$ cat config.mk
export PLATFORM = sky130hd
export DESIGN_NAME = pad_vtx_count
export DESIGN_NICKNAME = d
export VERILOG_FILES = /design/src/rtl/pvc_pkg.sv /design/src/rtl/pvc_lead_one.sv /design/src/rtl/pvc_grid_select.sv /design/src/rtl/pvc_scale.sv /design/src/rtl/pad_vtx_count.sv
export SDC_FILE = /design/constraint.sdc
export NUM_CORES = 1
export LEC_CHECK = 0
export BUFFER_PORTS_ARGS = -buffer_cell sky130_fd_sc_hd__buf_2
export CAP_MARGIN = 20
export CORE_UTILIZATION = 45
export DETAILED_ROUTE_END_ITERATION = 8
export PLACE_DENSITY = 0.71
export SLEW_MARGIN = 20
export SYNTH_ARGS = -nofsm -noshare
export SYNTH_HDL_FRONTEND = slang
export SYNTH_SLANG_ARGS = --single-unit
$ cat constraint.sdc
create_clock -name clk -period 12.58 [get_ports clk]
set_clock_uncertainty 0.2 [all_clocks]
set_input_delay 0 -clock clk [delete_from_list [all_inputs] [get_ports clk]]
set_output_delay 0 -clock clk [all_outputs]
set_load 0.01 [all_outputs]
$ cat src/rtl/pvc_pkg.sv
// Package pvc_pkg
// Shared types and constants for the padded vertex count calculator.
// Assumes nothing beyond standard SystemVerilog packages.
package pvc_pkg;

    // Index of the odd factor; the factor itself is 2*index + 1.
    typedef enum logic [2:0] {
        ODD_1 = 3'd0,
        ODD_3 = 3'd1,
        ODD_5 = 3'd2,
        ODD_7 = 3'd3,
        ODD_9 = 3'd4
    } odd_idx_e;

    // Counts strictly below this use the round-to-next-four rule.
    localparam int unsigned SMALL_LIMIT = 20;

    // Odd factor value as a 4-bit number.
    function automatic logic [3:0] odd_value(input odd_idx_e idx);
        return {idx, 1'b1};
    endfunction

endpackage

$ cat src/rtl/pvc_lead_one.sv
// Module pvc_lead_one
// Finds the bit position of the most significant set bit of din.
// Assumes W >= 2. pos is zero when din is zero (flagged by any_set = 0).
module pvc_lead_one #(
    parameter int W  = 32,
    localparam int PW = $clog2(W)
) (
    input  logic [W-1:0]  din,
    output logic [PW-1:0] pos,
    output logic          any_set
);

    // Priority scan: the highest set bit wins.
    always_comb begin
        pos = '0;
        for (int i = 0; i < W; i++) begin
            if (din[i]) pos = PW'(i);
        end
    end

    // Any bit set at all.
    assign any_set = |din;

endmodule

$ cat src/rtl/pvc_grid_select.sv
// Module pvc_grid_select
// Chooses the grid point (odd factor index and exponent) for a count.
// Small counts round to the next multiple of four; larger counts are
// decoded from the leading one and the three bits under it.
// Assumes W >= 8 and that msb_pos is the leading-one position of count.
module pvc_grid_select
    import pvc_pkg::*;
#(
    parameter int W  = 32,
    localparam int PW = $clog2(W),
    localparam int SW = $clog2(W + 1)
) (
    input  logic [W-1:0]  count,
    input  logic [PW-1:0] msb_pos,
    output odd_idx_e      odd_idx,
    output logic [SW-1:0] shift
);

    logic          is_small;
    logic [2:0]    quad_next;
    logic [PW-1:0] low_pos;
    logic [3:0]    lead_pat;
    logic [SW-1:0] n_sh;
    odd_idx_e      small_idx;
    logic [SW-1:0] small_sh;
    odd_idx_e      big_idx;
    logic [SW-1:0] big_sh;

    // Range selection between the two rules.
    assign is_small = (count < W'(SMALL_LIMIT));

    // Small rule: quotient by four plus one (1..5) gives padded/4.
    assign quad_next = count[4:2] + 3'd1;

    // Factor padded/4 = k into odd part and total exponent.
    always_comb begin
        case (quad_next)
            3'd1:    begin small_idx = ODD_1; small_sh = SW'(2); end
            3'd2:    begin small_idx = ODD_1; small_sh = SW'(3); end
            3'd3:    begin small_idx = ODD_3; small_sh = SW'(2); end
            3'd4:    begin small_idx = ODD_1; small_sh = SW'(4); end
            default: begin small_idx = ODD_5; small_sh = SW'(2); end
        endcase
    end

    // Large rule: the 4-bit pattern starting at the leading one.
    assign low_pos  = msb_pos - PW'(3);
    assign lead_pat = 4'(count >> low_pos);
    assign n_sh     = SW'(low_pos);

    // Pattern table: pick the odd factor and add its extra exponent.
    always_comb begin
        case (lead_pat[2:1])
            2'b00: begin
                if (lead_pat[0]) begin big_idx = ODD_5; big_sh = n_sh + SW'(1); end
                else             begin big_idx = ODD_9; big_sh = n_sh;          end
            end
            2'b01:   begin big_idx = ODD_3; big_sh = n_sh + SW'(2); end
            2'b10:   begin big_idx = ODD_7; big_sh = n_sh + SW'(1); end
            default: begin big_idx = ODD_1; big_sh = n_sh + SW'(4); end
        endcase
    end

    // Final selection between rules.
    assign odd_idx = is_small ? small_idx : big_idx;
    assign shift   = is_small ? small_sh  : big_sh;

endmodule

$ cat src/rtl/pvc_scale.sv
// Module pvc_scale
// Builds the padded count from odd factor and exponent and detects
// results that do not fit in W bits.
// Assumes shift <= W, which the grid selector guarantees.
module pvc_scale
    import pvc_pkg::*;
#(
    parameter int W  = 32,
    localparam int SW = $clog2(W + 1),
    localparam int WW = W + 4
) (
    input  odd_idx_e      odd_idx,
    input  logic [SW-1:0] shift,
    output logic [W-1:0]  padded,
    output logic          overflow
);

    logic [WW-1:0] wide;

    // Widened product so the top bits expose any overflow.
    assign wide     = WW'(odd_value(odd_idx)) << shift;
    assign padded   = wide[W-1:0];
    assign overflow = |wide[WW-1:W];

endmodule

$ cat src/rtl/pad_vtx_count.sv
// Module pad_vtx_count
// Top level: registers the padded vertex count, its odd factor index and
// its exponent one cycle after the count is sampled. Overflowing results
// are flagged and their numeric outputs forced to zero.
// Assumes W >= 8. Reset is synchronous and active low.
module pad_vtx_count
    import pvc_pkg::*;
#(
    parameter int W  = 32,
    localparam int PW = $clog2(W),
    localparam int SW = $clog2(W + 1)
) (
    input  logic          clk,
    input  logic          rst_n,
    input  logic [W-1:0]  vtx_count,
    output logic [W-1:0]  pad_count,
    output logic [SW-1:0] pad_shift,
    output logic [2:0]    pad_odd_idx,
    output logic          pad_ovf
);

    logic [PW-1:0] msb_pos;
    logic          msb_any;
    odd_idx_e      sel_idx;
    logic [SW-1:0] sel_shift;
    logic [W-1:0]  sel_padded;
    logic          sel_ovf;
    logic          out_live;

    pvc_lead_one #(.W(W)) u_lead (
        .din     (vtx_count),
        .pos     (msb_pos),
        .any_set (msb_any)
    );

    pvc_grid_select #(.W(W)) u_grid (
        .count   (vtx_count),
        .msb_pos (msb_pos),
        .odd_idx (sel_idx),
        .shift   (sel_shift)
    );

    pvc_scale #(.W(W)) u_scale (
        .odd_idx  (sel_idx),
        .shift    (sel_shift),
        .padded   (sel_padded),
        .overflow (sel_ovf)
    );

    // Output register stage; overflow zeroes the numeric fields.
    always_ff @(posedge clk) begin
        if (!rst_n) begin
            pad_count   <= '0;
            pad_shift   <= '0;
            pad_odd_idx <= '0;
            pad_ovf     <= 1'b0;
        end else begin
            pad_count   <= sel_ovf ? '0 : sel_padded;
            pad_shift   <= sel_ovf ? '0 : sel_shift;
            pad_odd_idx <= sel_ovf ? '0 : sel_idx;
            pad_ovf     <= sel_ovf;
        end
    end

    // Marks that the output register holds a computed result.
    always_ff @(posedge clk) begin
        if (!rst_n) out_live <= 1'b0;
        else        out_live <= 1'b1;
    end

    // msb_any is informational only: zero counts take the small path.
    logic unused_any;
    assign unused_any = msb_any;

    AST_RESET_CLEAR: assert property (@(posedge clk) !rst_n |=> (pad_count == '0 && pad_shift == '0 && pad_odd_idx == 3'd0 && !pad_ovf));

    AST_ABOVE_INPUT: assert property (@(posedge clk) disable iff (!rst_n) (out_live && !pad_ovf) |-> (pad_count > $past(vtx_count) && pad_count[1:0] == 2'b00));

    AST_GRID_FORM: assert property (@(posedge clk) disable iff (!rst_n) (out_live && !pad_ovf) |-> (pad_odd_idx <= 3'd4 && pad_count == (W'({pad_odd_idx, 1'b1}) << pad_shift)));

    AST_NO_OVERFLOW: assert property (@(posedge clk) disable iff (!rst_n) pad_ovf |-> (pad_count == '0 && pad_shift == '0 && pad_odd_idx == 3'd0));

    AST_OVF_CAUSE: assert property (@(posedge clk) disable iff (!rst_n) out_live |-> (pad_ovf == $past(&vtx_count[W-1:W-3])));

    AST_SMALL_RULE: assert property (@(posedge clk) disable iff (!rst_n) (out_live && $past(vtx_count) < W'(SMALL_LIMIT)) |-> (pad_count == (($past(vtx_count) & ~W'(3)) + W'(4))));

endmodule

=== Yosys cells after proc, flatten, opt, wreduce, memory -nomap -nowiden ===
Index checks and enable logic that the tools add are counted.

* Register bits: 42
* Bits of input ports: 34
* Output and inout port bits: 42
* Word-level logic and storage cells: 62

* $add $sub $neg: 5
* Order comparisons: 1
* Eq/ne operators: 6
* Shifts and indexed selects: 2
* Multiplexer cells: 39
* Bitwise operators: 1
* Reductions and logical operators: 4

{| class="wikitable"
|+ Operator list
! kind !! number
|-
| 5-bit two-way mux || 16
|-
| 4-bit by 6-bit left shift with 36-bit output || 1
|-
| 32-bit by 5-bit less-than comparator with 1-bit output (second input constant) || 1
|-
| 4-bit two-way mux || 8
|-
| 32-bit by 5-bit right shift with 3-bit output || 1
|-
| 3-bit two-way mux || 6
|-
| 6-bit case mux with 3 select lines || 1
|-
| 6-bit two-way mux || 2
|-
| 3-bit case mux with 3 select lines || 1
|-
| 5-bit by 1-bit adder with 6-bit output (second input constant) || 1
|-
| 5-bit by 2-bit adder with 6-bit output (second input constant) || 1
|-
| 5-bit by 3-bit adder with 6-bit output (second input constant) || 1
|-
| 3-bit by 2-bit == test with 1-bit output (second input constant) || 2
|-
| 3-bit case mux with 2 select lines || 1
|-
| 5-bit OR reduction || 1
|-
| 5-bit by 2-bit subtractor with 5-bit output (second input constant) || 1
|-
| 2-bit two-way mux || 2
|-
| 2-bit case mux with 2 select lines || 1
|-
| 4-bit OR reduction || 1
|-
| 3-bit by 1-bit adder with 3-bit output (second input constant) || 1
|-
| 3-bit by 1-bit == test with 1-bit output (second input constant) || 1
|-
| 3-bit == test (second input constant) || 1
|-
| 3-bit OR reduction || 1
|-
| 2-bit by 1-bit == test with 1-bit output (second input constant) || 1
|-
| other kinds (4) || 4
|}

=== Depth between registers and ports, before layout ===
* Depth in word-level cells: 38
* Mapped depth: 29

=== By module ===
Synthesis repeated with hierarchy kept, for this count alone.

* Cells, all modules: 390
* Area, all modules: 3603.5 µm²

{| class="wikitable"
|+ By module, submodules not included
! module !! instances !! cells each !! area an instance (µm²) !! seq. area each (µm²)
|-
| pvc_grid_select || 1 || 151 || 1368.8 || 0.0
|-
| pad_vtx_count || 1 || 92 || 1298.7 || 840.8
|-
| pvc_scale || 1 || 85 || 569.3 || 0.0
|-
| pvc_lead_one || 1 || 62 || 366.6 || 0.0
|}

=== Worst setup path before layout ===
No wires, ideal clock.

* Path type: input-to-reg
* Start: input vtx_count[31]
* End: register pad_count[22]
* Library setup time: 78 ps
* Data arrival time: 5142 ps
* Required time: 12302 ps
* Path slack: 7160 ps
* Stages: 23
* Buffers on the path: 6
* Cell sequence: buf_2 nor2b_1 nor2_1 nand2_1 o21ai_1 buf_6 clkbuf_1 ha_1 inv_2 clkbuf_1 o221ai_1 a211o_1 a32oi_1 inv_1 ha_1 clkbuf_1 inv_1 nand2_1 a221o_1 o31ai_1 clkbuf_1 mux2_2 nor3_1

* Cells in the longest elaborated chain, start to end: 8
* Elaborated cells between the ends (all ways): 18
* Classes of those cells: add/sub: 4; order compare: 1; eq/ne: 2; shift: 2; mux: 7; reduce/logical: 2

{| class="wikitable"
|+ RTL lines
! item !! RTL line !! source
|-
| from (decl) || pad_vtx_count.sv:15 || <nowiki>input logic [W-1:0] vtx_count,</nowiki>
|-
| 5-bit two-way mux || pvc_lead_one.sv:17 || <nowiki>if (din[i]) pos = PW'(i);</nowiki>
|-
| 5-bit by 2-bit subtractor with 5-bit output || pvc_grid_select.sv:47 || <nowiki>assign low_pos = msb_pos - PW'(3);</nowiki>
|-
| 32-bit by 5-bit right shift with 3-bit output / 5-bit by 1-bit adder with 6-bit output (equally long branches) || pvc_grid_select.sv:48, pvc_grid_select.sv:55, pvc_grid_select.sv:59 ||
|-
| 2-bit == test, or another cell as far along || pvc_grid_select.sv:53 || <nowiki>case (lead_pat[2:1])</nowiki>
|-
| 3-bit case mux with 3 select lines / 6-bit case mux with 3 select lines (equally long branches) || pvc_grid_select.sv:53 ||
|-
| 3-bit two-way mux / 6-bit two-way mux (equally long branches) || pvc_grid_select.sv:65, pvc_grid_select.sv:66 ||
|-
| 4-bit by 6-bit left shift with 36-bit output * || pvc_scale.sv:21 || <nowiki>assign wide = WW'(odd_value(odd_idx)) << shift;</nowiki>
|-
| 5-bit OR reduction (no line) || - ||
|-
| to (signal assigned) || pad_vtx_count.sv:58 || <nowiki>pad_count <= sel_ovf ? '0 : sel_padded;</nowiki>
|-
| to (decl) || pad_vtx_count.sv:16 || <nowiki>output logic [W-1:0] pad_count,</nowiki>
|}

Mark *: on every way between the ends. The rest lies on a longest branch, timed or not.
A chain may end at the register's enable or synchronous reset.

=== Worst setup path after layout ===
* Start: input vtx_count[2]
* End: register pad_odd_idx[0]

* Cells in the longest elaborated chain, start to end: 37
* Elaborated cells between the ends (all ways): 55
* Classes of those cells: add/sub: 5; order compare: 1; eq/ne: 6; shift: 2; mux: 38; reduce/logical: 3

{| class="wikitable"
|+ RTL lines
! item !! RTL line !! source
|-
| 2-bit two-way mux (2 in series) || pvc_lead_one.sv:17 ||
|-
| 3-bit two-way mux (4 in series) || pvc_lead_one.sv:17 ||
|-
| 4-bit two-way mux (8 in series) || pvc_lead_one.sv:17 ||
|-
| 5-bit two-way mux (16 in series) || pvc_lead_one.sv:17 ||
|-
| 5-bit by 2-bit subtractor with 5-bit output || pvc_grid_select.sv:47 ||
|-
| 32-bit by 5-bit right shift with 3-bit output / 5-bit by 1-bit adder with 6-bit output (equally long branches) || pvc_grid_select.sv:48, pvc_grid_select.sv:55, pvc_grid_select.sv:59 ||
|-
| 2-bit == test, or another cell as far along || pvc_grid_select.sv:53 ||
|-
| 3-bit case mux with 3 select lines / 6-bit case mux with 3 select lines (equally long branches) || pvc_grid_select.sv:53 ||
|-
| 3-bit two-way mux / 6-bit two-way mux (equally long branches) || pvc_grid_select.sv:65, pvc_grid_select.sv:66 ||
|-
| 4-bit by 6-bit left shift with 36-bit output || pvc_scale.sv:21 ||
|-
| 5-bit OR reduction (no line) || - ||
|-
| to (signal assigned) || pad_vtx_count.sv:60 || <nowiki>pad_odd_idx <= sel_ovf ? '0 : sel_idx;</nowiki>
|-
| to (decl) || pad_vtx_count.sv:18 || <nowiki>output logic [2:0] pad_odd_idx,</nowiki>
|}

Several ways; a longest one is shown, not always the timed one.

==> flow_summary_export.csv <==
group,metric,value,unit
outcome,status,"complete, no violations",
setup_path,cp_max_fo,24,
cells_and_area,final_nets,547,
routing,drcViolationCount,0,
routing,wl_met2,5100,um
routing,wl_met1,4440,um
sta,fmax,162,MHz
synth,seq_area_frac_synth,24.6,%
synth,synthAdderAreaFrac,3.66,%
synth,async_reset_ff_share,0,%
routing,post_drt_via_cell_ratio,6.22,
clocking,htreeDepth,2,
placed_design,port_buffers,75,
cells_and_area,syn_to_final_growth,14.8,%
floorplanning,die_w,89.2,um
cells_and_area,final_common_cell,"buf_2",
sta,setup-tns-final,0,ps
global_route,grt.total_usage,26.7,%
placed_design,gp_congestion,0.940,
synth,synth-compound-area-share,28.6,%
power,totalPowerFinal,530,uW
sta,min_period,6180,ps
clocking,clkSlewWorstSetupHoldPaths,70,ps
floorplanning,core-area,7290,um2
placed_design,detailed_place_hpwl,7760,um
sta,final_max_slew_viol_count,0,
synth,yosys_warnings,0,
routing,highest_layer,"met4",
routing,drtAntennaViolNets,0,
synth,syn_area,3420,um2
routing,dr.pass1.iters,6,
setup_path,critPathCaptureType,"flip-flop",
synth,synth_xor_area_share,2.08,%
power,ir_drop,47.6,uV
clocking,cts_setup_buffers,0,
job,drv_cap,0,
sta,rsz0062_at_grt,"false",
power,switching_share,44.7,%
cells_and_area,final_cell_mix,"buf_2, nor2_1, dfxtp_1, nand2_1, nor3_1",
setup_path,critPathKind,"in -> reg",
clocking,clockBufferDepth,2,
synth,synthCells,440,
floorplanning,die_area,7960,um2
synth,synth_area_per_cell,7.78,um2
synth,ys.flop_type,"dfxtp_1",
power,combPwrFrac,54.7,%
floorplanning,initial_core_util,46.9,%
setup_path,arrival,6120,ps
global_route,grt_max_degree,25,
clocking,cts_resized,0,
synth,synth_top_family_by_area,"compound AO/OA/AOI/OAI gates",
setup_path,cp-endpoint,"pad_odd_idx[0]",
routing,vias,3753,
synth,synth_area_leaders,"dfxtp_1, nor2_1, nor3_1",
clocking,cts_hold_buf,1,
global_route,grt.overflow.total,0,
routing,dr_wl_met3,627,um
routing,wl_per_cell,17.2,um
power,leakagePower,1.65,nW
cells_and_area,n_fill_cell,749,
synth,yosysTopAreaCell,"dfxtp_1",
cells_and_area,antenna_cells,0,
synth,synth_mux_area_share,9.21,%
power,pwr-share-seq,29.7,%
synth,synth_edf_count,0,
global_route,grt_pass1_vias,3286,
sta,hold_viol_final,0,
clocking,cts_tree,"done",
sta,setup_violations,0,
global_route,grt_pass1_wl,16400,um
power,internal_power,293,uW
routing,drtIter0Drc,422,
cells_and_area,layout-drive-gt1-share,22.4,%
synth,yosysTopAreaCellShare,24.6,%
floorplanning,die_h,89.2,um
sta,relSlewSlack,42.8,%
clocking,cts_root_buf,"clkbuf_8",
global_route,antenna_found_initial,0,
sta,fin_crit_sh,49.1,%
synth,synth_seq_cells,42,
power,power.density,135,nW/um2
clocking,cts_sinks,42,
setup_path,startpoint,"vtx_count[2]",
setup_path,critPathRequiredTime,12520,ps
power,clockPowerShare,15.7,%
setup_path,cp-start-kind,"input port",
sta,worst_pin_slew,858,ps
synth,ys_types,70,
synth,synth_nets,484,
synth,synth-simple-area-share,26.5,%
power,power_switching,236,uW
floorplanning,io_pins,76,
min_path,hold_path.class,"in -> reg",
routing,wl,10300,um
clocking,cts_buffers,5,
sta,worst_hold_slack,269,ps
floorplanning,rows,31,
## cells in the mapped netlist (3+ instances only)
| cell type | count |
|---|---|
| a21o_1 | 5 |
| a22o_1 | 3 |
| o31a_1 | 3 |
| ha_1 | 10 |
| a32oi_1 | 5 |
| nand3b_1 | 4 |
| nor2b_1 | 8 |
| or3_1 | 6 |
| and3_1 | 4 |
| mux4_2 | 7 |
| xnor2_1 | 4 |
| buf_2 | 4 |
| inv_1 | 18 |
| nor2_1 | 43 |
| o31ai_1 | 7 |
| a221o_1 | 5 |
| dfxtp_1 | 42 |
| inv_2 | 4 |
| and2_1 | 4 |
| a21oi_1 | 25 |
| nand2_1 | 38 |
| a211oi_1 | 5 |
| nand2b_1 | 8 |
| o211ai_1 | 6 |
| a221oi_1 | 5 |
| nor3_1 | 32 |
| o21ai_0 | 22 |
| mux2i_1 | 12 |
| nor4_1 | 7 |
| a31oi_1 | 7 |
| nand3_1 | 19 |
| clkbuf_1 | 15 |
| a211o_1 | 4 |
## sequential cells by signal, indices dropped and copies added (netlist names)
signal,count
pad_ovf,1
pad_count,32
pad_odd_idx,3
pad_shift,6
## per-layer routing
layer  vias to the layer above  track usage [%]
li1                       1789                -
met1                      1768             35.3
met2                       181             46.2
met3                        15             2.59
met4                         0             7.36
met5                         -                0
## power groups by stage
| stage | Sequential [mW] | Combinational [mW] | Clock [mW] |
|---|---|---|---|
| floorplan | 0.172 | 0.193 | 0 |
| global placement | 0.160 | 0.279 | 0 |
| detailed placement | 0.160 | 0.281 | 0 |
| CTS | 0.157 | 0.283 | 0.0846 |
| global route | 0.159 | 0.317 | 0.0909 |
| finish | 0.157 | 0.289 | 0.0830 |
## layout make-up
cell class / instances / area (um2) / share of cell area (%)
clock inverters: 2 / 13.8 / 0.350
multi-input cells: 354 / 2400 / 61.0
repair buffers: 78 / 400 / 10.2
inverters: 22 / 82.6 / 2.10
clock buffers: 6 / 72.6 / 1.85
flip-flops and latches: 42 / 841 / 21.4
well taps: 99 / 124 / 3.15
## worst max-delay path, stage by stage
cell      delay, ps
buf_2           150
nand2b_1        120
a221oi_1         80
nor4_1          420
o21ba_2         290
o21ai_1         110
ha_1            310
xnor2_4         610
inv_1           420
nor2_1          280
a221oi_1        130
a211o_1         270
a32oi_1         370
inv_1           130
ha_1            350
inv_1           220
nand2_1         120
a221o_1         300
o31ai_1         270
buf_4           240
o21ai_0         250
or3_1           400
nand3_1         180
nor2_1           70
## per-stage QoR
stage                     instance area [um2]  setup WS, ps  utilization (%)  instances
after global routing                     3930          5830             53.9        603
after floorplan                          3420          7160                -        440
after detailed placement                 3830          6230             52.6        594
after CTS                                3930          6500             53.9        603
final                                    3930          6400             53.9        603
after global placement                   3830          6320             52.6        594
## kinds of logic (layout without fill, tap and decap cells)
kind of cell	after synthesis	after routing
and+or+nand+nor	183	183
AOI/OAI and AO/OA	133	133
buffers and inverters	44	108
DFF	42	42
muxes	22	22
adders and majority gates	10	10
xor gates and xnor gates	6	6
## how the worst min path moves through the flow
stage,slack [ps],cells after the start,endpoint,startpoint
global route,300,5,pad_odd_idx[0],vtx_count[3]
detailed placement,110,2,pad_ovf,rst_n
finish,270,5,pad_odd_idx[0],vtx_count[3]
CTS,240,5,pad_odd_idx[0],vtx_count[3]
global placement,110,2,pad_ovf,rst_n
floorplan,-50,1,pad_ovf,rst_n
Power figures use the tool's default switching activity.
